--- config.mk ---
export PLATFORM = sky130hd
export DESIGN_NAME = mc_timer16
export DESIGN_NICKNAME = d
export VERILOG_FILES = /design/src/rtl/tmr16_pkg.sv /design/src/rtl/tmr16_mode_dec.sv /design/src/rtl/tmr16_top_sel.sv /design/src/rtl/tmr16_cmp_reg.sv /design/src/rtl/tmr16_cnt_core.sv /design/src/rtl/mc_timer16.sv
export SDC_FILE = /design/constraint.sdc
export NUM_CORES = 1
export LEC_CHECK = 0
export CAP_MARGIN = 15
export CORE_MARGIN = 3
export CORE_UTILIZATION = 40
export DETAILED_ROUTE_END_ITERATION = 8
export PLACE_DENSITY = 0.67
export SLEW_MARGIN = 40
export SYNTH_ARGS = -nofsm -noshare
export SYNTH_HDL_FRONTEND = slang
export SYNTH_SLANG_ARGS = --single-unit
--- constraint.sdc ---
create_clock -name clk -period 3.3 [get_ports clk]
set_input_delay 0.33 -clock clk [delete_from_list [all_inputs] [get_ports clk]]
set_output_delay 0.33 -clock clk [all_outputs]
set_load 0.005 [all_outputs]
--- src/rtl/tmr16_pkg.sv ---
package tmr16_pkg;
  typedef enum logic [1:0] {
    TOP_MAX   = 2'd0,
    TOP_FIXED = 2'd1,
    TOP_CAP   = 2'd2,
    TOP_CMPA  = 2'd3
  } top_src_e;

  typedef struct packed {
    logic     pwm;        // shadowed compares, overflow at period end
    logic     clr_at_top; // count clears at period end
    top_src_e src;
    logic [1:0] fix_sel;  // 0: 8 bit, 1: 9 bit, 2: 10 bit
  } mode_cfg_t;

  localparam int FIX_BASE_W = 8;
  localparam int FIX_NUM    = 3;
endpackage

--- src/rtl/tmr16_mode_dec.sv ---
module tmr16_mode_dec
  import tmr16_pkg::*;
(
  input  logic [3:0] mode,
  output mode_cfg_t  cfg
);
  always_comb begin
    cfg = '{pwm: 1'b0, clr_at_top: 1'b0, src: TOP_MAX, fix_sel: 2'd0};
    case (mode)
      4'h4: begin cfg.clr_at_top = 1'b1; cfg.src = TOP_CMPA; end
      4'hC: begin cfg.clr_at_top = 1'b1; cfg.src = TOP_CAP;  end
      4'h5, 4'h6, 4'h7: begin
        cfg.pwm = 1'b1; cfg.clr_at_top = 1'b1; cfg.src = TOP_FIXED;
        cfg.fix_sel = mode[1:0] - 2'd1;
      end
      4'hE: begin cfg.pwm = 1'b1; cfg.clr_at_top = 1'b1; cfg.src = TOP_CAP;  end
      4'hF: begin cfg.pwm = 1'b1; cfg.clr_at_top = 1'b1; cfg.src = TOP_CMPA; end
      default: ;
    endcase
  end
endmodule

--- src/rtl/tmr16_top_sel.sv ---
module tmr16_top_sel
  import tmr16_pkg::*;
#(
  parameter int W = 16
) (
  input  mode_cfg_t      cfg,
  input  logic [W-1:0]   cap,
  input  logic [W-1:0]   cmpa_act,
  output logic [W-1:0]   top,
  output logic [W-1:0]   wmask
);
  logic [W-1:0] fix_top [FIX_NUM];

  for (genvar g = 0; g < FIX_NUM; g++) begin : g_fix
    localparam int FW = FIX_BASE_W + g;
    assign fix_top[g] = W'((64'd1 << FW) - 64'd1);
  end

  logic [W-1:0] sel_fix;
  always_comb begin
    sel_fix = fix_top[0];
    if (cfg.fix_sel == 2'd1) sel_fix = fix_top[1];
    if (cfg.fix_sel == 2'd2) sel_fix = fix_top[2];
  end

  always_comb begin
    case (cfg.src)
      TOP_FIXED: top = sel_fix;
      TOP_CAP:   top = cap;
      TOP_CMPA:  top = cmpa_act;
      default:   top = '1;
    endcase
    wmask = (cfg.src == TOP_FIXED) ? sel_fix : '1;
  end
endmodule

--- src/rtl/tmr16_cmp_reg.sv ---
module tmr16_cmp_reg #(
  parameter int W = 16
) (
  input  logic         clk,
  input  logic         rst_n,
  input  logic         we,
  input  logic [W-1:0] wdata,
  input  logic [W-1:0] wmask,
  input  logic         shadowed,
  input  logic         load,
  output logic [W-1:0] act
);
  logic [W-1:0] shadow_q;

  always_ff @(posedge clk or negedge rst_n) begin
    if (!rst_n) begin
      shadow_q <= '0;
      act      <= '0;
    end else begin
      if (we) shadow_q <= wdata & wmask;
      if (shadowed) begin
        if (load) act <= shadow_q;
      end else if (we) begin
        act <= wdata & wmask;
      end
    end
  end

  // a shadowed active value moves only at the period end
  assert_shadow_hold_R7: assert property (@(posedge clk) disable iff (!rst_n)
    (shadowed && !load) |=> $stable(act));

  // stored bits above the period width are zero
  assert_mask_R9: assert property (@(posedge clk) disable iff (!rst_n)
    we |=> ((shadow_q & ~$past(wmask)) == '0));
endmodule

--- src/rtl/tmr16_cnt_core.sv ---
module tmr16_cnt_core #(
  parameter int W = 16
) (
  input  logic         clk,
  input  logic         rst_n,
  input  logic         tick,
  input  logic         cnt_we,
  input  logic [W-1:0] cnt_wdata,
  input  logic [W-1:0] top,
  input  logic         clr_at_top,
  input  logic         pwm,
  input  logic [W-1:0] cmpa,
  input  logic [W-1:0] cmpb,
  output logic [W-1:0] cnt,
  output logic         m_a,
  output logic         m_b,
  output logic         top_hit,
  output logic         bottom_hit,
  output logic         ovf
);
  localparam logic [W-1:0] MAXV = '1;

  logic quiet_q; // blocks matches on the tick after a count write
  logic live;

  assign live       = tick && !quiet_q;
  assign top_hit    = live && (cnt == top);
  assign m_a        = live && (cnt == cmpa);
  assign m_b        = live && (cnt == cmpb);
  assign bottom_hit = tick && (cnt == '0);
  assign ovf        = pwm ? top_hit : (tick && (cnt == MAXV));

  always_ff @(posedge clk or negedge rst_n) begin
    if (!rst_n) begin
      cnt     <= '0;
      quiet_q <= 1'b0;
    end else begin
      if (cnt_we)      quiet_q <= 1'b1;
      else if (tick)   quiet_q <= 1'b0;

      if (cnt_we)                        cnt <= cnt_wdata;
      else if (tick && clr_at_top && top_hit) cnt <= '0;
      else if (tick)                     cnt <= cnt + W'(1);
    end
  end

  assert_hold_R10: assert property (@(posedge clk) disable iff (!rst_n)
    (!tick && !cnt_we) |=> $stable(cnt));
  assert_write_R10: assert property (@(posedge clk) disable iff (!rst_n)
    cnt_we |=> (cnt == $past(cnt_wdata)));
  assert_quiet_R11: assert property (@(posedge clk) disable iff (!rst_n)
    cnt_we |=> !(m_a || m_b || top_hit));
  assert_wrap_R1: assert property (@(posedge clk) disable iff (!rst_n)
    (tick && !cnt_we && cnt == MAXV) |=> (cnt == '0));
  assert_clear_R2: assert property (@(posedge clk) disable iff (!rst_n)
    (top_hit && clr_at_top && !cnt_we) |=> (cnt == '0));
endmodule

--- src/rtl/mc_timer16.sv ---
module mc_timer16
  import tmr16_pkg::*;
#(
  parameter int CNT_W = 16
) (
  input  logic             clk,
  input  logic             rst_n,
  input  logic             tick,
  input  logic [3:0]       mode,
  input  logic             cnt_we,
  input  logic [CNT_W-1:0] cnt_wdata,
  input  logic             ocra_we,
  input  logic [CNT_W-1:0] ocra_wdata,
  input  logic             ocrb_we,
  input  logic [CNT_W-1:0] ocrb_wdata,
  input  logic             cap_we,
  input  logic [CNT_W-1:0] cap_wdata,
  output logic [CNT_W-1:0] count,
  output logic             match_a,
  output logic             match_b,
  output logic             top_hit,
  output logic             bottom_hit,
  output logic             ovf_set,
  output logic             cmpa_set,
  output logic             cap_set
);
  localparam int NCMP = 2;

  mode_cfg_t        cfg;
  logic [CNT_W-1:0] cap_q, top, wmask;
  logic [CNT_W-1:0] cmp_act [NCMP];
  logic             cmp_we  [NCMP];
  logic [CNT_W-1:0] cmp_wd  [NCMP];
  logic             load;

  assign cmp_we[0] = ocra_we;
  assign cmp_wd[0] = ocra_wdata;
  assign cmp_we[1] = ocrb_we;
  assign cmp_wd[1] = ocrb_wdata;

  tmr16_mode_dec u_dec (.mode(mode), .cfg(cfg));

  always_ff @(posedge clk or negedge rst_n) begin
    if (!rst_n)      cap_q <= '0;
    else if (cap_we) cap_q <= cap_wdata;
  end

  tmr16_top_sel #(.W(CNT_W)) u_top (
    .cfg(cfg), .cap(cap_q), .cmpa_act(cmp_act[0]), .top(top), .wmask(wmask)
  );

  assign load = cfg.pwm && top_hit;

  for (genvar c = 0; c < NCMP; c++) begin : g_cmp
    tmr16_cmp_reg #(.W(CNT_W)) u_cmp (
      .clk(clk), .rst_n(rst_n), .we(cmp_we[c]), .wdata(cmp_wd[c]),
      .wmask(wmask), .shadowed(cfg.pwm), .load(load), .act(cmp_act[c])
    );
  end

  tmr16_cnt_core #(.W(CNT_W)) u_core (
    .clk(clk), .rst_n(rst_n), .tick(tick), .cnt_we(cnt_we),
    .cnt_wdata(cnt_wdata), .top(top), .clr_at_top(cfg.clr_at_top),
    .pwm(cfg.pwm), .cmpa(cmp_act[0]), .cmpb(cmp_act[1]), .cnt(count),
    .m_a(match_a), .m_b(match_b), .top_hit(top_hit),
    .bottom_hit(bottom_hit), .ovf(ovf_set)
  );

  assign cmpa_set = match_a;
  assign cap_set  = top_hit && (cfg.src == TOP_CAP);

  // with compare A as period, overflow comes with the compare A flag
  assert_pwm_a_flag_R6: assert property (@(posedge clk) disable iff (!rst_n)
    (ovf_set && cfg.pwm && cfg.src == TOP_CMPA) |-> cmpa_set);
  // with capture as period, overflow comes with the capture flag
  assert_pwm_cap_flag_R6: assert property (@(posedge clk) disable iff (!rst_n)
    (ovf_set && cfg.pwm && cfg.src == TOP_CAP) |-> cap_set);
endmodule

==> impl_metrics.toml, run 1 <==
[outcome]
status = "complete, but fails checks"
violations = "setup timing"

[clock_network]
cts_tree = "yes"
root_buffer = "clkbuf_16"
clockBufferDepth = 2
clkSlewWorstSetupHoldPaths_ns = 0.06
clkSinkCount = 97
cts_max_level = 3
cts-buffers-inserted = 9
clk_latency_ns = 0.36

[global_route]
grt_pass1_vias = 5254
grt_pass1_wl_um = 28700
use_met3_pct = 3.37
grt.busiest_layer = "met2"
use_met2_pct = 35.9
grt_max_degree = 48
antenna_found_initial = 0
gr-usage-met1_pct = 32.3
grt_usage_pct = 22.9
grt_overflow_total = 0

[power]
vdd_drop_max_uv = 236
p_leak_nw = 3.25
power.density_nw_per_um2 = 432

[routing]
antenna_left = 0
drc = 0
drt_iter0_drc = 463
drt_first_pass_iters = 5
vias = 5341
via_per_inst = 5.81
routed_wl_um = 18100
post_drt_wl_per_cell_um = 19.7

[sta]
rsz0062_at_grt = "true"
hold_viol_final = 0
tightest_slew_ns = 0.812
finalClockSkew_ns = 0.0114
maxSlewViolCount = 0
maxSlewHeadroom_pct = 45.5
finalCriticalPeriod_ns = 3.40
setup_ws_ns = -0.101
fmax_mhz = 294
setup_viol = 3
setup_tns_ns = -0.189
period_share_pct = 103

[floorplanning]
coreArea_um2 = 14000
die_area_um2 = 16000
die_h_um = 126
rows = 43
die_x_um = 126
start_util_pct = 41.4
io_pins = 98

[worst_setup_path]
critPathRequiredTime_ns = 2.97
end_kind = "output port"
r2r_cells = 9
reg2reg_to = "g_cmp[0].u_cmp.act[15]"
crit_fanout = 3
crit_arrival_ns = 3.07
crit_type = "in -> out"
r2r_start = "u_core.cnt[14]"
critPathLaunchType = "input pin"
ff2ff_setup_slack_ns = 0.75

[logic_synthesis]
yosys.area.top_type = "dfrtp_1"
avgSynthCellArea_um2 = 9.81
ys_seq_elements = 97
mappedNetlistArea_um2 = 5810
yosysSeqAreaShare_pct = 41.8
synthTopCellsByArea = "dfrtp_1 42%, mux2_2 6.4%, o221a_1 5.6%, xor2_1 5.1%, nand3_1 3.1%"
ys_async_sr_fraction_pct = 100
synth_edf_count = 0
ys.flop_type = "dfrtp_1"
syn-num-nets = 674
synth_cell_types = 62
synth_cells = 592
ys_warn_count = 0
yosysTopAreaCellShare_pct = 41.8

[job]
timing.max_cap.violations = 0

[place]
gp_congestion = 0.925
dpl.hpwl_um = 13400
io_buffers = 97
placed_cells = 897
dp_slack_ns = -0.875

[final_layout]
num_antenna_cells = 0
area_delta_synth_final_pct = 34.0
fill_cells = 1240
final_nets = 817
fin_cells = 920
drive_gt1_share_pct = 24.5

[min_path]
hold_start = "u_core.quiet_q"
hold_path.class = "reg -> reg"
holdPathStages = 1
min_to = "u_core.quiet_q"
## where the power goes
| part | internal, mW | total [mW] | switching (mW) |
|---|---|---|---|
| clock network | 0.533 | 0.991 | 0.458 |
| registers | 1.33 | 1.47 | 0.145 |
| logic | 0.469 | 0.903 | 0.433 |
## placed cells by master (no fill, tap or decap), types with 7 or more instances in the layout
cell             Yosys  routed
xor2_1              34      34
or2_2               16      16
inv_1               43      40
nand2_1             28      28
a21oi_1             14      14
and3_1              15      15
dfrtp_1             97      97
nor4_1              20      20
nand4_1              7       7
clkdlybuf4s50_1      0      89
o221a_1             29      29
nor3b_1              8       7
o22ai_1             28      28
buf_4                3      79
nand3_1             36      36
nor3_1              15      14
mux2_2              33      33
o21ai_0             14      13
clkbuf_16            0       9
## what timing repair did
| action | CTS | global route |
|---|---|---|
| endpoints found under the setup margin | 49 | 35 |
| endpoints found under the hold margin | 1 | 0 |
| resized for setup | 44 | 4 |
| pin swaps | 10 | 0 |
| gates cloned | 0 | 0 |
| buffers inserted | 7 | 0 |
| hold buffers | 1 | 0 |
## stage by stage
| step | instance area [um^2] | util, % | hold WS [ns] | power [mW] |
|---|---|---|---|---|
| 6_report | 7780 | 55.4 | 0.473 | 3.36 |
| 3_3_place_gp | 7390 | 52.6 | 0.378 | 2.36 |
| 5_1_grt | 7780 | 55.4 | 0.516 | 3.54 |
| 2_1_floorplan | 5820 | - | 0.0344 | 1.92 |
| 3_5_place_dp | 7390 | 52.6 | 0.384 | 2.38 |
| 4_1_cts | 7770 | 55.4 | 0.475 | 3.38 |
## worst max-delay path: stages
cell and delay (ns):
buf_8 0.10, buf_6 0.11, ha_4 0.15, or3_4 0.33
nand3b_1 0.13, nor2_1 0.07, ha_2 0.18, nor3b_2 0.21
nand2_1 0.07, a222oi_1 0.28, xnor2_1 0.16, nor4_2 0.31
nand4_2 0.17, buf_6 0.15, nand2b_4 0.14, o21ai_4 0.06
buf_2 0.13
## logic make-up after synthesis
family	share of synthesized area, %
xor gates and xnor gates	6.03
DFF	41.8
adders and majority gates	1.51
AOI/OAI and AO/OA	17.7
buffers and inverters	6.98
and+or+nand+nor	19.0
muxes	7.00
## Yosys cell counts, types with 3 or more instances
| cell | number |
|---|---|
| buf_1 | 7 |
| mux2_2 | 33 |
| nor3b_1 | 8 |
| nor2_1 | 7 |
| o311ai_0 | 5 |
| o211ai_1 | 4 |
| a21o_1 | 5 |
| o21ai_1 | 4 |
| nand4_1 | 7 |
| nor4_1 | 20 |
| inv_1 | 43 |
| xnor2_1 | 6 |
| nor3_1 | 15 |
| or2_2 | 16 |
| a21oi_1 | 14 |
| nand2b_1 | 6 |
| o221a_1 | 29 |
| dfrtp_1 | 97 |
| o221a_2 | 3 |
| xor2_1 | 34 |
| ha_1 | 7 |
| and3_1 | 15 |
| clkbuf_1 | 32 |
| o21ai_0 | 14 |
| buf_6 | 5 |
| nand2_1 | 28 |
| nand3_1 | 36 |
| nor4b_1 | 6 |
| buf_2 | 3 |
| or3_1 | 3 |
| o2111ai_1 | 3 |
| o311ai_1 | 3 |
| o22ai_1 | 28 |
| and4_1 | 6 |
| buf_4 | 3 |
| nor2b_1 | 3 |
## worst max-delay path by stage
stage | startpoint | end | slack [ns] | cells past startpoint
after detailed placement | mode[0] | ovf_set | -0.88 | 15
after CTS | mode[0] | ovf_set | -0.07 | 17
after global routing | mode[0] | ovf_set | -0.20 | 17
after global placement | mode[0] | ovf_set | -0.83 | 15
after floorplan | mode[0] | ovf_set | 0.03 | 15
final | mode[0] | ovf_set | -0.10 | 17
## final cells by class
| cell class | count | area [um^2] | area share, % |
|---|---|---|---|
| multi-input cells | 401 | 3040 | 39.1 |
| flip-flops and latches | 97 | 2430 | 31.2 |
| repair buffers | 182 | 1640 | 21.1 |
| clock buffers | 12 | 246 | 3.17 |
| well taps | 180 | 225 | 2.89 |
| inverters | 44 | 168 | 2.16 |
| clock inverters | 4 | 26.3 | 0.338 |
## sequential cells by signal, indices dropped and copies added, names as in the netlist
register              count
u_core.quiet_q            1
u_core.cnt               16
g_cmp.u_cmp.shadow_q     32
cap_q                    16
g_cmp.u_cmp.act          32
## per-layer routing
layer  vias to the layer above  share of wire (%)
met3                        31                7.6
met2                       203                 46
li1                       2480                  -
met5                         -                  0
met1                      2627                 43
met4                         0                2.7
No activity file was read; power rests on OpenSTA's default activity.
==> inputs of run 2 (changes only) <==
--- a/config.mk
+++ b/config.mk
@@ -5,10 +5,11 @@
 export SDC_FILE = /design/constraint.sdc
 export NUM_CORES = 1
 export LEC_CHECK = 0
-export CAP_MARGIN = 15
+export CAP_MARGIN = 25
 export CORE_MARGIN = 3
 export CORE_UTILIZATION = 40
 export DETAILED_ROUTE_END_ITERATION = 8
+export GPL_ROUTABILITY_DRIVEN = 0
 export PLACE_DENSITY = 0.67
 export SLEW_MARGIN = 40
 export SYNTH_ARGS = -nofsm -noshare
==> run 2 against run 1 <==
  * The run still ends with setup timing left
  * Register-to-register slack worse by 0.05 ns
  * Clock power hardly changed
  * Sequential share of layout area shrank 0.37 points
  * Combinational power increased by 2.5%
  * First-iteration DRC count increased by 1.7%
  * Fmax up 1.1%
==> impl_metrics.toml, run 2 (same netlist as run 1, synthesis figures left out) <==
[worst_setup_path]
critPathRequiredTime_ns = 2.97
crit_fanout = 3
crit_type = "in -> out"
path_buf_inv = 5
path_delay_family = "simple AND/OR/NAND/NOR gates"
crit_arrival_ns = 3.03
end_kind = "output port"
slowest_delay_ns = 0.33
critPathLaunchType = "input pin"
slowest_stage = "or3_4"
path_cells = "buf_8 > buf_6 > ha_4 > or3_4 > nand3b_1 > buf_4 > nand2b_4 > ha_4 > nand4b_1 > a222oi_1 > xnor2_1 > nor4_2 > nand4_2 > buf_6 > nand2b_4 > o21ai_4 > buf_2"

[routing]
drt_iter0_drc = 471
drc = 0
drt_first_pass_iters = 9
antenna_left = 0
post_drt_wl_per_cell_um = 19.4
via_per_inst = 5.89
routed_wl_um = 17900
vias = 5445

[clock_network]
clockBufferDepth = 2
cts-buffers-inserted = 9
clkSinkCount = 97
clkSlewWorstSetupHoldPaths_ns = 0.07
root_buffer = "clkbuf_16"
clk_latency_ns = 0.36
cts_tree = "yes"
cts_max_level = 3

[place]
placed_cells = 897
io_buffers = 97
dpl.hpwl_um = 12900

[floorplanning]
start_util_pct = 41.4
die_h_um = 126
die_area_um2 = 16000
io_pins = 98
coreArea_um2 = 14000
rows = 43
die_x_um = 126

[global_route]
grt_pass1_wl_um = 28500
grt_usage_pct = 22.5
grt_max_degree = 42
antenna_found_initial = 0
grt_pass1_vias = 5280
grt_overflow_total = 0

[final_layout]
mostFrequentLayoutCell = "dfrtp_1"
final_cell_mix = "97 x dfrtp_1, 89 x clkdlybuf4s50_1, 85 x buf_4, 40 x inv_1, 36 x nand3_1"
ff_latch_area_um2 = 2430
final_nets = 822
fill_cells = 1194
final_util_pct = 56.1
num_antenna_cells = 0
fin_cells = 925
area_delta_synth_final_pct = 35.6
largestRegisters = "g_cmp.u_cmp.act x32, g_cmp.u_cmp.shadow_q x32"
multi_input_area_um2 = 3090
drive_gt1_share_pct = 25.8

[job]
timing.max_cap.violations = 0

[sta]
maxSlewViolCount = 0
setup_ws_ns = -0.0628
finalClockSkew_ns = 0.0115
rsz0062_at_grt = "true"
setup_viol = 2
maxSlewHeadroom_pct = 51.8
tightest_slew_ns = 0.720
hold_viol_final = 0
fmax_mhz = 297
period_share_pct = 102
finalCriticalPeriod_ns = 3.36

[power]
power.density_nw_per_um2 = 435
p_leak_nw = 3.31
vdd_drop_max_uv = 280

[min_path]
hold_path.class = "in -> async"

[outcome]
status = "complete, but fails checks"
violations = "setup timing"
run 2: cell types whose count changed in the layout (fill, tap and decap cells not counted), moves of 2 or more:
cell	previous run	this run
nor4_1	20	18
dlygate4sd2_1	2	0
dlymetal6s2s_1	0	2
buf_6	6	4
buf_4	79	85
clkbuf_1	2	0
run 2: layout make-up:
cell class | count | area share (%)
Timing Repair Buffer | 187 | 21.3
Sequential cell | 97 | 30.8
Inverter | 44 | 2.10
Clock inverter | 6 | 0.620
Multi-Input combinational cell | 401 | 39.2
Clock buffer | 10 | 3.04
Tap cell | 180 | 2.86
run 2: final timing paths:
kind / from / slack [ns] / end / cells after the start
min in group clk: u_core.quiet_q / 0.50 / u_core.quiet_q / 1
setup reg to reg: u_core.cnt[5] / 0.70 / g_cmp[1].u_cmp.act[11] / 9
max in group asynchronous: rst_n / 2.00 / g_cmp[0].u_cmp.shadow_q[2] / 3
hold reg to reg: u_core.quiet_q / 0.50 / u_core.quiet_q / 1
setup / recovery: mode[0] / -0.06 / ovf_set / 17
hold / removal: rst_n / 0.49 / u_core.cnt[15] / 2
run 2: power by group:
group	switching, mW	internal, mW	total [mW]
clock network	0.484	0.541	1.02
registers	0.146	1.33	1.47
logic	0.442	0.484	0.926
run 2: what timing repair did:
action	CTS	global route
pin swaps	12	9
resized for setup	33	18
hold buffers	1	0
setup endpoints to repair	49	49
buffers inserted	9	3
hold endpoints to repair	39	0
run 2: per-stage QoR:
stage / setup slack [ns] / setup TNS [ns] / cell area [um^2] / hold WS, ns / total power [mW]
after floorplan: 0.0312 / 0 / 5820 / 0.0344 / 1.92
after CTS: -0.0857 / -0.144 / 7780 / 0.487 / 3.41
after detailed placement: -0.849 / -30.42 / 7390 / 0.343 / 2.37
final: -0.0628 / -0.0877 / 7870 / 0.491 / 3.42
after global placement: -0.817 / -26.50 / 7390 / 0.343 / 2.34
after global routing: -0.257 / -1.51 / 7870 / 0.518 / 3.58
run 2: per-layer routing:
metal / part of all wire (%) / track usage, %
met5: 0 / 0
met4: 3.1 / 8.77
met3: 8.1 / 4.80
met1: 43 / 30.5
met2: 46 / 35.3
==> inputs of run 3 (changes only) <==
--- a/config.mk
+++ b/config.mk
@@ -8,6 +8,7 @@
 export CAP_MARGIN = 25
 export CORE_MARGIN = 3
 export CORE_UTILIZATION = 40
+export CTS_CLUSTER_SIZE = 20
 export DETAILED_ROUTE_END_ITERATION = 8
 export GPL_ROUTABILITY_DRIVEN = 0
 export PLACE_DENSITY = 0.67
==> results of run 3 <==
Final layout, timing and power as in run 2 (identical DEF).
